===== src/rtl/lnkctl_pkg.sv =====
package lnkctl_pkg;

   localparam int REG_W       = 32;
   localparam int CODE_W      = 3;
   localparam int OUT_LSB     = 28;
   localparam int IN_LSB      = 24;
   localparam int MAX_OUT_LSB = 20;
   localparam int MAX_IN_LSB  = 16;
   localparam int EXT_BIT     = 14;
   localparam int HIZ_BIT     = 13;
   localparam int CRC_BIT     = 8;
   localparam int NUM_DIR     = 2;

   localparam logic [CODE_W-1:0] CODE_8LANE = 3'b000;
   localparam logic [CODE_W-1:0] CODE_2LANE = 3'b100;
   localparam logic [CODE_W-1:0] CODE_4LANE = 3'b101;

   function automatic logic width_legal(input logic [CODE_W-1:0] c);
      return (c == CODE_8LANE) || (c == CODE_2LANE) || (c == CODE_4LANE);
   endfunction

   function automatic int dir_lsb(input int d);
      return (d == 0) ? OUT_LSB : IN_LSB;
   endfunction

endpackage


===== src/rtl/lnkctl_width_field.sv =====
module lnkctl_width_field
   import lnkctl_pkg::*;
#(
   parameter logic [CODE_W-1:0] RST_CODE = CODE_8LANE
) (
   input  logic              clk,
   input  logic              pwr_rst_n,
   input  logic              wr_stb,
   input  logic [CODE_W-1:0] wr_code,
   input  logic              load,
   output logic [CODE_W-1:0] prog_code,
   output logic [CODE_W-1:0] act_code
);

   logic accept;
   assign accept = wr_stb && width_legal(wr_code);

   always_ff @(posedge clk or negedge pwr_rst_n) begin
      if (!pwr_rst_n) begin
         prog_code <= RST_CODE;
      end else if (accept) begin
         prog_code <= wr_code;
      end
   end

   always_ff @(posedge clk or negedge pwr_rst_n) begin
      if (!pwr_rst_n) begin
         act_code <= RST_CODE;
      end else if (load) begin
         act_code <= prog_code;
      end
   end

endmodule


===== src/rtl/lnkctl_ctrl_bits.sv =====
module lnkctl_ctrl_bits #(
   parameter bit SET_WINS = 1'b1
) (
   input  logic clk,
   input  logic pwr_rst_n,
   input  logic wr_stb,
   input  logic wr_ext,
   input  logic wr_hiz,
   input  logic wr_crc_clr,
   input  logic crc_set,
   output logic ext_hold,
   output logic hiz_en,
   output logic crc_flag
);

   logic crc_nxt;

   generate
      if (SET_WINS) begin : g_set_first
         always_comb begin
            if (crc_set)                  crc_nxt = 1'b1;
            else if (wr_stb && wr_crc_clr) crc_nxt = 1'b0;
            else                          crc_nxt = crc_flag;
         end
      end else begin : g_clr_first
         always_comb begin
            if (wr_stb && wr_crc_clr) crc_nxt = 1'b0;
            else if (crc_set)         crc_nxt = 1'b1;
            else                      crc_nxt = crc_flag;
         end
      end
   endgenerate

   always_ff @(posedge clk or negedge pwr_rst_n) begin
      if (!pwr_rst_n) begin
         ext_hold <= 1'b0;
         hiz_en   <= 1'b0;
         crc_flag <= 1'b0;
      end else begin
         if (wr_stb) begin
            ext_hold <= wr_ext;
            hiz_en   <= wr_hiz;
         end
         crc_flag <= crc_nxt;
      end
   end

endmodule


===== src/rtl/lnkctl_cfg.sv =====
module lnkctl_cfg
   import lnkctl_pkg::*;
#(
   parameter logic [2:0] RST_WIDTH    = 3'b000,
   parameter bit         CRC_SET_WINS = 1'b1
) (
   input  logic        clk,
   input  logic        pwr_rst_n,
   input  logic        warm_rst_n,
   input  logic        wr_en,
   input  logic [3:0]  wr_be,
   input  logic [31:0] wr_data,
   output logic [31:0] rd_data,
   input  logic        crc_err_set,
   input  logic        disc_done,
   output logic [2:0]  act_width_out,
   output logic [2:0]  act_width_in
);

   localparam int LANE_W     = 8;
   localparam int WIDTH_LANE = OUT_LSB / LANE_W;
   localparam int CTRL_LANE  = EXT_BIT / LANE_W;
   localparam logic [CODE_W-1:0] MAX_CODE = CODE_8LANE;

   generate
      if (!width_legal(RST_WIDTH)) begin : g_bad_rst
         $error("lnkctl_cfg: RST_WIDTH is not a supported width code");
      end
      if ((IN_LSB / LANE_W) != WIDTH_LANE || (CRC_BIT / LANE_W) != CTRL_LANE) begin : g_bad_lane
         $error("lnkctl_cfg: field layout crosses byte lanes");
      end
   endgenerate

   logic              load_act;
   logic              width_stb;
   logic              ctrl_stb;
   logic [CODE_W-1:0] prog_w [NUM_DIR];
   logic [CODE_W-1:0] act_w  [NUM_DIR];
   logic              ext_hold, hiz_en, crc_flag;
   logic              wr_data_unused;

   assign load_act  = !warm_rst_n || disc_done;
   assign width_stb = wr_en && wr_be[WIDTH_LANE];
   assign ctrl_stb  = wr_en && wr_be[CTRL_LANE];
   assign wr_data_unused = ^{wr_data[31], wr_data[27], wr_data[23:15],
                             wr_data[12:9], wr_data[7:0], wr_be[0], wr_be[2]};

   generate
      for (genvar d = 0; d < NUM_DIR; d++) begin : g_dir
         localparam int LSB = dir_lsb(d);
         lnkctl_width_field #(.RST_CODE(RST_WIDTH)) u_fld (
            .clk       (clk),
            .pwr_rst_n (pwr_rst_n),
            .wr_stb    (width_stb),
            .wr_code   (wr_data[LSB +: CODE_W]),
            .load      (load_act),
            .prog_code (prog_w[d]),
            .act_code  (act_w[d])
         );
      end
   endgenerate

   lnkctl_ctrl_bits #(.SET_WINS(CRC_SET_WINS)) u_ctl (
      .clk        (clk),
      .pwr_rst_n  (pwr_rst_n),
      .wr_stb     (ctrl_stb),
      .wr_ext     (wr_data[EXT_BIT]),
      .wr_hiz     (wr_data[HIZ_BIT]),
      .wr_crc_clr (wr_data[CRC_BIT]),
      .crc_set    (crc_err_set),
      .ext_hold   (ext_hold),
      .hiz_en     (hiz_en),
      .crc_flag   (crc_flag)
   );

   always_comb begin
      rd_data                          = '0;
      rd_data[OUT_LSB +: CODE_W]       = prog_w[0];
      rd_data[IN_LSB +: CODE_W]        = prog_w[1];
      rd_data[MAX_OUT_LSB +: CODE_W]   = MAX_CODE;
      rd_data[MAX_IN_LSB +: CODE_W]    = MAX_CODE;
      rd_data[EXT_BIT]                 = ext_hold;
      rd_data[HIZ_BIT]                 = hiz_en;
      rd_data[CRC_BIT]                 = crc_flag;
   end

   assign act_width_out = act_w[0];
   assign act_width_in  = act_w[1];

endmodule


===== config.mk =====
export PLATFORM = sky130hd
export DESIGN_NAME = lnkctl_cfg
export DESIGN_NICKNAME = d
export VERILOG_FILES = /design/src/rtl/lnkctl_pkg.sv /design/src/rtl/lnkctl_width_field.sv /design/src/rtl/lnkctl_ctrl_bits.sv /design/src/rtl/lnkctl_cfg.sv
export SDC_FILE = /design/constraint.sdc
export NUM_CORES = 1
export LEC_CHECK = 0
export ABC_CLOCK_PERIOD_IN_PS = 800
export BUFFER_PORTS_ARGS = -buffer_cell sky130_fd_sc_hd__buf_4
export CAP_MARGIN = 5
export CORE_ASPECT_RATIO = 0.8
export CORE_UTILIZATION = 32
export CTS_CLUSTER_SIZE = 25
export DETAILED_ROUTE_END_ITERATION = 12
export MAX_ROUTING_LAYER = met4
export PLACE_DENSITY = 0.74
export SLEW_MARGIN = 15
export SYNTH_ARGS = -nofsm -noshare
export SYNTH_HDL_FRONTEND = slang
export SYNTH_SLANG_ARGS = --single-unit

===== constraint.sdc =====
create_clock -name clk -period 0.8 [get_ports clk]
set_input_delay 0.04 -clock clk [delete_from_list [all_inputs] [get_ports clk]]
set_output_delay 0.04 -clock clk [all_outputs]
set_load 0.005 [all_outputs]

==> results of run 1 <==
==> stage by stage <==
stage	hold WS [ns]	cell area [um^2]	TNS, ns
detailed placement	-0.0957	1010	-0.322
floorplan	-0.256	922	0
global placement	-0.0965	1010	-0.276
global route	-0.00337	1200	-1.67
finish	-0.00236	1200	-1.12
CTS	-0.00476	1180	-1.22
==> registers in the layout, indices dropped and copies added, names as in the netlist <==
signal,flops
g_dir.u_fld.act_code,6
g_dir.u_fld.prog_code,6
u_ctl.crc_flag,1
u_ctl.ext_hold,1
u_ctl.hiz_en,1
==> worst max-delay path, stage by stage, from the launching register on <==
cell and delay, ns:
dfrtp_1 0.41, buf_6 0.12, buf_6 0.10
==> cell type report <==
class                      instances  area [um^2]  share of cell area
tap                               36         45.0              0.0374
sequential                        15          375               0.312
multi-input combinational         48          348               0.289
clock buffer                       4         26.3              0.0218
timing repair buffer              43          409               0.340
==> worst max path at each step <==
| stage | start | endpoint | slack [ns] | cells after the start |
|---|---|---|---|---|
| 2_1_floorplan | g_dir[0].u_fld.prog_code[2] | g_dir[0].u_fld.act_code[2] | 0.04 | 1 |
| 3_3_place_gp | disc_done | g_dir[0].u_fld.act_code[0] | -0.05 | 3 |
| 3_5_place_dp | disc_done | g_dir[1].u_fld.act_code[1] | -0.06 | 3 |
| 4_1_cts | g_dir[0].u_fld.prog_code[1] | rd_data[29] | -0.15 | 2 |
| 5_1_grt | g_dir[0].u_fld.prog_code[1] | rd_data[29] | -0.18 | 2 |
| 6_report | g_dir[0].u_fld.prog_code[1] | rd_data[29] | -0.15 | 2 |
==> report_power, final <==
part / internal (mW) / switching, mW
combinational: 0.410 / 0.167
clock: 0.193 / 0.244
sequential: 0.861 / 0.0865
==> kinds of logic (layout without fill, tap and decap cells) <==
logic type	Yosys count	in the layout	share of synthesized area
other	1	23	0.00447
DFF	15	15	0.447
buffers and inverters	27	47	0.246
muxes	8	8	0.134
AOI/OAI and AO/OA	7	7	0.0656
and+or+nand+nor	10	10	0.103
==> Yosys cell counts, drive strengths merged <==
cell type	n	area, um^2
o31a	2	17.5
dfrtp	15	375
a21o	3	22.5
nand4bb	2	22.5
buf	27	206
mux2	8	113
nand3	1	5.00
conb	1	3.75
o21a	2	15.0
nand2	2	10.0
nor2b	3	26.3
and4b	2	22.5
==> routing by layer <==
layer / share of wire / track usage / vias to the layer above
li1: - / - / 267
met1: 0.37 / 0.123 / 284
met2: 0.56 / 0.213 / 35
met3: 0.073 / 0.0351 / 0
met4: 0 / 0.0429 / 0
met5: 0 / - / -
==> repair_timing <==
action,in CTS,in global routing
buffers inserted,4,2
pin swaps,1,0
gates resized for setup,20,3
hold endpoints to repair,19,1
setup endpoints to repair,15,25
==> metrics.md, run 1 <==
| Metric | Value |
|---|---|
| Outcome | complete, but fails checks |
| Violated checks | hold timing, setup timing |
| Critical-path maximum fanout | 2 |
| CTS tree | built |
| Hold endpoint | g_dir[0].u_fld.prog_code[1] |
| Final net count | 153 |
| Finish-stage setup viols | 19 |
| ANT nets after route | 0 |
| Leading cell type in the layout, fill and taps excluded | conb_1 |
| DR vias/cell | 4.01 |
| Crit path DAT | 0.91 ns |
| Total GRT Usage | 0.117 |
| Post-synthesis register bit count | 15 |
| Min Tclk post-route | 0.952 ns |
| Clock sink count | 15 |
| CTS HTree Levels | 1 |
| Type of the most critical hold path | input pin to flip-flop |
| Final period util | 1.19 |
| Fin worst setup slack | -0.152 ns |
| Layout Cells excl Fill | 146 |
| Final Wtd Congestion | 0.652 |
| Largest net degree at the start of global routing | 16 |
| Commonest cells after routing, fill and taps aside | 23 x conb_1, 20 x buf_4, 19 x buf_6, 15 x dfrtp_1, 8 x mux2_4 |
| Die width | 59.3 um |
| Peak supply drop | 0.492 mV |
| Initial Utilization | 0.341 |
| Cell area after synthesis | 840 um^2 |
| Placed Cells | 132 |
| RSZ-0062 raised after global routing | true |
| Cells after synthesis | 68 |
| Yosys warning total | 0 |
| Initial antenna violation count | 0 |
| Initial DRC count | 23 |
| DR DRC count | 0 |
| Hold_ws | -0.00236 ns |
| F_max | 1.05 GHz |
| Max Cap Viol | 0 |
| Worst Skew | 0.00520 ns |
| CTS root buffer | clkbuf_4 |
| Core Box Area | 2460 um^2 |
| P&R area growth vs syn | 43.4% |
| I/O pins | 80 |
| FF-to-FF path depth | 2 |
| Height of the die | 47.8 um |
| Leakage | 0.641 nW |
| Crit path kind | flip-flop to output pin |
| Final hold vios | 1 |
| Worst skew pair latency | 0.28 ns |
| Clock-pin slew on the worst setup and hold paths | 0.09 ns |
| Hold Crit Start | wr_data[29] |
| R2R Path End | g_dir[0].u_fld.act_code[1] |
| Area of the die | 2830 um^2 |
| CP endpoint kind | output pin |
| GR Overflow Total | 0 |
| Setup WS pre-CTS | -0.0553 ns |
| Number of global-route vias before repair | 516 |
| Fillers | 230 |
| Power Total | 1.96 mW |
| Worst reg2reg setup slack | -0.11 ns |
| Worst Path Required | 0.76 ns |
| Initial DRT Pass Iterations | 2 |
| HPWL after DPL | 1.19 mm |
| Antenna cells | 0 |
| Layout cells sized above 1 | 0.491 |
| Clock Tree Buf Depth | 2 |
| # rows | 16 |
| Final Util | 0.489 |
| Vias | 586 |
| Buffers added on ports | 31 |
| Register area share after synthesis | 0.447 |
| First-pass GRT wire length | 2.28 mm |
| Drt total wl | 1.60 mm |
| Mean Syn Cell Area | 12.3 um^2 |
| Startpoint type of the worst setup path | flip-flop |
| Final Slew Violations | 0 |
| Netlist cell types | 16 |
| Critical R2R Launch | g_dir[0].u_fld.prog_code[1] |
| TritonCTS Buffers | 3 |
| Worst hold stages | 2 |
| Wire length per cell | 10.9 um |
| Pwr/cell area | 1630 nW/um^2 |
| Hold buffer count at CTS | 4 |
Power figures use the tool's default switching activity.
==> run 2, diff against run 1 <==
Settings changed: ABC_AREA set to 1.
==> metrics.md, run 2 <==
| Metric | Value |
|---|---|
| Finish-stage setup viols | 15 |
| Final period util | 1.05 |
| F_max | 1.19 GHz |
| Cell area after synthesis | 821 um^2 |
| Yosys top cell area share | 0.457 |
| Top cells by count, synth | 30 x nand2_1, 26 x buf_4, 15 x dfrtp_1, 10 x nand3_1, 5 x inv_1 |
| Delay-heaviest family, CP | flip-flops |
| Largest net degree at the start of global routing | 16 |
| Leakage | 0.690 nW |
| Largest regs | g_dir.u_fld.act_code x6, g_dir.u_fld.prog_code x6 |
| Most common cell in the synthesized netlist | nand2_1 |
| Crit path kind | flip-flop to output pin |
| Clock sink count | 15 |
| Worst Path Required | 0.76 ns |
| Initial Utilization | 0.336 |
| Startpoint type of the worst setup path | flip-flop |
| Final net count | 186 |
| Initial DRT Pass Iterations | 4 |
| Number of global-route vias before repair | 595 |
| I/O pins | 80 |
| Total GRT Usage | 0.134 |
| Fin worst setup slack | -0.0371 ns |
| Drt total wl | 1.58 mm |
| Layout Cells excl Fill | 179 |
| Register area share after synthesis | 0.457 |
| Core Box Area | 2440 um^2 |
| Clock-pin slew on the worst setup and hold paths | 0.08 ns |
| Main synth FF type | dfrtp_1 |
| GR Overflow Total | 0 |
| Synth area leaders | dfrtp_1 46%, buf_4 24%, nand2_1 14%, nand3_1 6.1%, inv_1 2.3% |
| Cell taking the most area after synthesis | dfrtp_1 |
| Setup TNS Final | -0.375 ns |
| Commonest cells after routing, fill and taps aside | 27 x nand2_1, 27 x buf_4, 23 x conb_1, 15 x dfrtp_1, 15 x buf_6 |
| P&R area growth vs syn | 47.3% |
| CTS HTree Levels | 1 |
| Yosys warning total | 0 |
| Antenna cells | 0 |
| DR vias/cell | 3.72 |
| Worst skew pair latency | 0.27 ns |
| Final Slew Violations | 0 |
| Final Wtd Congestion | 0.701 |
| CTS tree | built |
| Max stage delay on crit path | 0.41 ns |
| Setup WS pre-CTS | 0.147 ns |
| Initial DRC count | 7 |
| Buffers added on ports | 31 |
| Peak supply drop | 0.503 mV |
| Post-synthesis register bit count | 15 |
| Pwr/cell area | 1540 nW/um^2 |
| Area of the die | 2770 um^2 |
| Initial antenna violation count | 0 |
| Violated checks | setup timing |
| Die width | 58.6 um |
| Cells after synthesis | 96 |
| Vias | 665 |
| Hold_ws | 0.0110 ns |
| Crit path DAT | 0.80 ns |
| DR DRC count | 0 |
| First-pass GRT wire length | 2.62 mm |
| Fillers | 259 |
| Layout cells sized above 1 | 0.371 |
| Netlist cell types | 13 |
| Async set-or-reset flop fraction in the synthesized netlist | 1.00 |
| # rows | 16 |
| Placed Cells | 160 |
| Final Util | 0.495 |
| Outcome | complete, but fails checks |
| CP endpoint kind | output pin |
| HPWL after DPL | 1.17 mm |
| Critical path's slowest cell | dfrtp_1 |
| RSZ-0062 raised after global routing | true |
| Clock Tree Buf Depth | 2 |
| Height of the die | 47.3 um |
| CP bufs+invs | 1 |
| Worst Skew | 0.000747 ns |
| Type of the most critical hold path | input pin to flip-flop |
| CTS root buffer | clkbuf_4 |
| ANT nets after route | 0 |
| Critical-path cell list | buf_6 |
| TritonCTS Buffers | 3 |
| Final hold vios | 0 |
| Max Cap Viol | 0 |
| Number of flops mapped to enable cells by yosys | 0 |
| Mean Syn Cell Area | 8.55 um^2 |
| Critical-path maximum fanout | 2 |
| Wire length per cell | 8.83 um |
| Min Tclk post-route | 0.837 ns |
-- run 2: layout make-up --
type,count,area [um^2],share of cell area
multi-input combinational,71,318,0.263
sequential,15,375,0.311
timing repair buffer,47,422,0.349
tap,36,45.0,0.0373
clock buffer,4,26.3,0.0217
inverter,6,22.5,0.0186
-- run 2: per-stage QoR --
step | power (mW) | instance area, um^2
after floorplan | 1.14 | 903
after global placement | 1.28 | 993
after detailed placement | 1.29 | 993
after CTS | 1.87 | 1200
after global routing | 1.99 | 1210
final | 1.86 | 1210
-- run 2: kinds of logic after synthesis --
family / share of synthesized area
AOI/OAI and AO/OA: 0.0183
buffers and inverters: 0.265
DFF: 0.457
other: 0.00457
and+or+nand+nor: 0.255
-- run 2: what timing repair did --
| item | in CTS | in global routing |
|---|---|---|
| pin swaps | 0 | 2 |
| resized for setup | 15 | 4 |
| cloned | 0 | 0 |
| setup buffers | 10 | 1 |
| hold buffers | 5 | 0 |
| hold endpoints to repair | 19 | 0 |
| endpoints found under the setup margin | 15 | 19 |
-- run 2: where the power goes --
part           internal, mW  switching [mW]
Clock                 0.193           0.210
Combinational         0.336           0.211
Sequential            0.844          0.0646
-- run 2: worst paths after layout --
check                                            start                     endpoint  slack [ns]  cells after the start
max in group asynchronous                    pwr_rst_n   g_dir[1].u_fld.act_code[1]        0.48                      2
min in group asynchronous                    pwr_rst_n               u_ctl.ext_hold        0.15                      2
hold reg to reg                         u_ctl.crc_flag               u_ctl.crc_flag        0.50                      1
hold / removal                             wr_data[14]               u_ctl.ext_hold        0.01                      3
setup reg to reg           g_dir[0].u_fld.prog_code[1]  g_dir[0].u_fld.prog_code[1]        0.02                      2
setup / recovery                          u_ctl.hiz_en                  rd_data[13]       -0.04                      1
-- run 2: layer usage --
layer | part of all wire | GRT usage
met1 | 0.46 | 0.170
met2 | 0.48 | 0.214
met3 | 0.040 | 0.0165
met4 | 0.014 | 0.0714
met5 | 0 | -
==> run 3, diff against run 2 <==
Settings changed: ABC_CLOCK_PERIOD_IN_PS 800 to 930, CORE_UTILIZATION 32 to 35, PLACE_DENSITY 0.74 to 0.77, SKIP_LAST_GASP set to 1.
Clock period 0.8 ns to 0.93 ns, I/O delays scaled along.
==> metrics.md, run 3 (same netlist as run 2, synthesis figures left out) <==
| Metric | Value |
|---|---|
| Worst skew pair latency | 0.28 ns |
| Startpoint type of the worst setup path | flip-flop |
| DR vias/cell | 4.17 |
| Multi-input logic area | 310 um^2 |
| Initial DRT Pass Iterations | 4 |
| Finish-stage setup viols | 0 |
| Worst Skew | 0.00453 ns |
| Leakage | 0.612 nW |
| HPWL after DPL | 1.13 mm |
| CTS root buffer | clkbuf_4 |
| CP endpoint kind | output pin |
| Register area | 375 um^2 |
| Post-route cell area | 1040 um^2 |
| Commonest cells after routing, fill and taps aside | 31 x buf_4, 30 x nand2_1, 23 x conb_1, 15 x dfrtp_1, 10 x nand3_1 |
| ANT nets after route | 0 |
| FF-to-FF path depth | 1 |
| Critical R2R Launch | u_ctl.crc_flag |
| R2R Path End | u_ctl.crc_flag |
| DR DRC count | 0 |
| Area of the die | 2540 um^2 |
| Die width | 56.1 um |
| Leading cell type in the layout, fill and taps excluded | buf_4 |
| Initial DRC count | 20 |
| Critical-path cell list | buf_4 |
| Final hold vios | 0 |
| Worst Path Required | 0.88 ns |
| CP bufs+invs | 1 |
| Core Box Area | 2180 um^2 |
| Clock Tree Buf Depth | 2 |
| Worst reg2reg setup slack | 0.26 ns |
| Largest net degree at the start of global routing | 16 |
| Crit path DAT | 0.83 ns |
| TritonCTS Buffers | 3 |
| Type of the most critical hold path | input pin to flip-flop |
| Hold endpoint | u_ctl.ext_hold |
| CTS tree | built |
| Max stage delay on crit path | 0.41 ns |
| CTS HTree Levels | 1 |
| Critical-path maximum fanout | 3 |
| Final period util | 0.944 |
| Met2 WL | 662 um |
| Buffers added on ports | 31 |
| Antenna cells | 0 |
| Total GRT Usage | 0.135 |
| Largest regs | g_dir.u_fld.act_code x6, g_dir.u_fld.prog_code x6 |
| Worst path depth | 1 |
| Number of global-route vias before repair | 563 |
| Vias | 651 |
| P&R area growth vs syn | 26.5% |
| Met1 WL | 599 um |
| Min Tclk post-route | 0.878 ns |
| Area after DPL | 972 um^2 |
| Critical path's slowest cell | dfrtp_1 |
| Initial Utilization | 0.377 |
| Metal3 WL | 111 um |
| Wire length per cell | 9.25 um |
| Setup TNS Final | 0 ns |
| Worst hold stages | 3 |
| Final Wtd Congestion | 0.741 |
| Clock sink count | 15 |
| Drt total wl | 1.44 mm |
| First-pass GRT wire length | 2.45 mm |
| Peak supply drop | 0.837 mV |
| Final net count | 174 |
| Outcome | complete, no violations |
| GR Overflow Total | 0 |
| F_max | 1.14 GHz |
| Layout cells sized above 1 | 0.298 |
| Crit path kind | flip-flop to output pin |
| I/O pins | 80 |
| Fillers | 200 |
| Top Metal Used | met4 |
| Max Cap Viol | 0 |
| Hold Crit Start | wr_data[14] |
| Postcts setup bufs | 0 |
| Final Slew Violations | 0 |
| # rows | 15 |
| Delay-heaviest family, CP | flip-flops |
| RSZ-0062 raised after global routing | false |
| Height of the die | 45.3 um |
| Initial antenna violation count | 0 |
| Pwr/cell area | 1410 nW/um^2 |
| Clock-pin slew on the worst setup and hold paths | 0.08 ns |
## run 3: routing by layer
layer,vias up,global-route usage
met2,33,0.210
met4,0,0.102
met1,287,0.148
met3,9,0.0430
met5,-,-
li1,322,-
## run 3: worst max-delay path by stage
stage,startpoint,endpoint,slack (ns)
6_report,g_dir[1].u_fld.prog_code[1],rd_data[25],0.05
5_1_grt,g_dir[0].u_fld.prog_code[1],rd_data[29],0.02
4_1_cts,g_dir[1].u_fld.prog_code[1],rd_data[25],0.05
3_5_place_dp,disc_done,g_dir[0].u_fld.act_code[0],0.20
3_3_place_gp,disc_done,g_dir[1].u_fld.act_code[2],0.24
2_1_floorplan,u_ctl.crc_flag,u_ctl.crc_flag,0.30
## run 3: layout make-up
cell class / count / area share
clock buffer: 4 / 0.0253
inverter: 6 / 0.0217
multi-input combinational: 71 / 0.299
sequential: 15 / 0.361
tap: 25 / 0.0301
timing repair buffer: 35 / 0.263
## run 3: stage by stage
step	cells	power, mW	util	hold slack [ns]	setup WS [ns]
floorplan	118	0.982	-	-0.249	0.298
global placement	148	1.09	0.447	-0.0992	0.240
detailed placement	148	1.10	0.447	-0.0937	0.201
CTS	156	1.48	0.477	0.00347	0.0452
global route	156	1.56	0.477	0.0118	0.0194
finish	156	1.46	0.477	0.00689	0.0521
## run 3: power by group
part           leakage (nW)  switching, mW  internal (mW)  total (mW)
combinational         0.405          0.152          0.179       0.331
sequential            0.192         0.0452          0.725       0.770
clock                0.0150          0.192          0.166       0.359
## run 3: timing repair
action | CTS | global route
hold endpoints to repair | 18 | 0
hold buffers | 4 | 0
gates resized for setup | 0 | 0
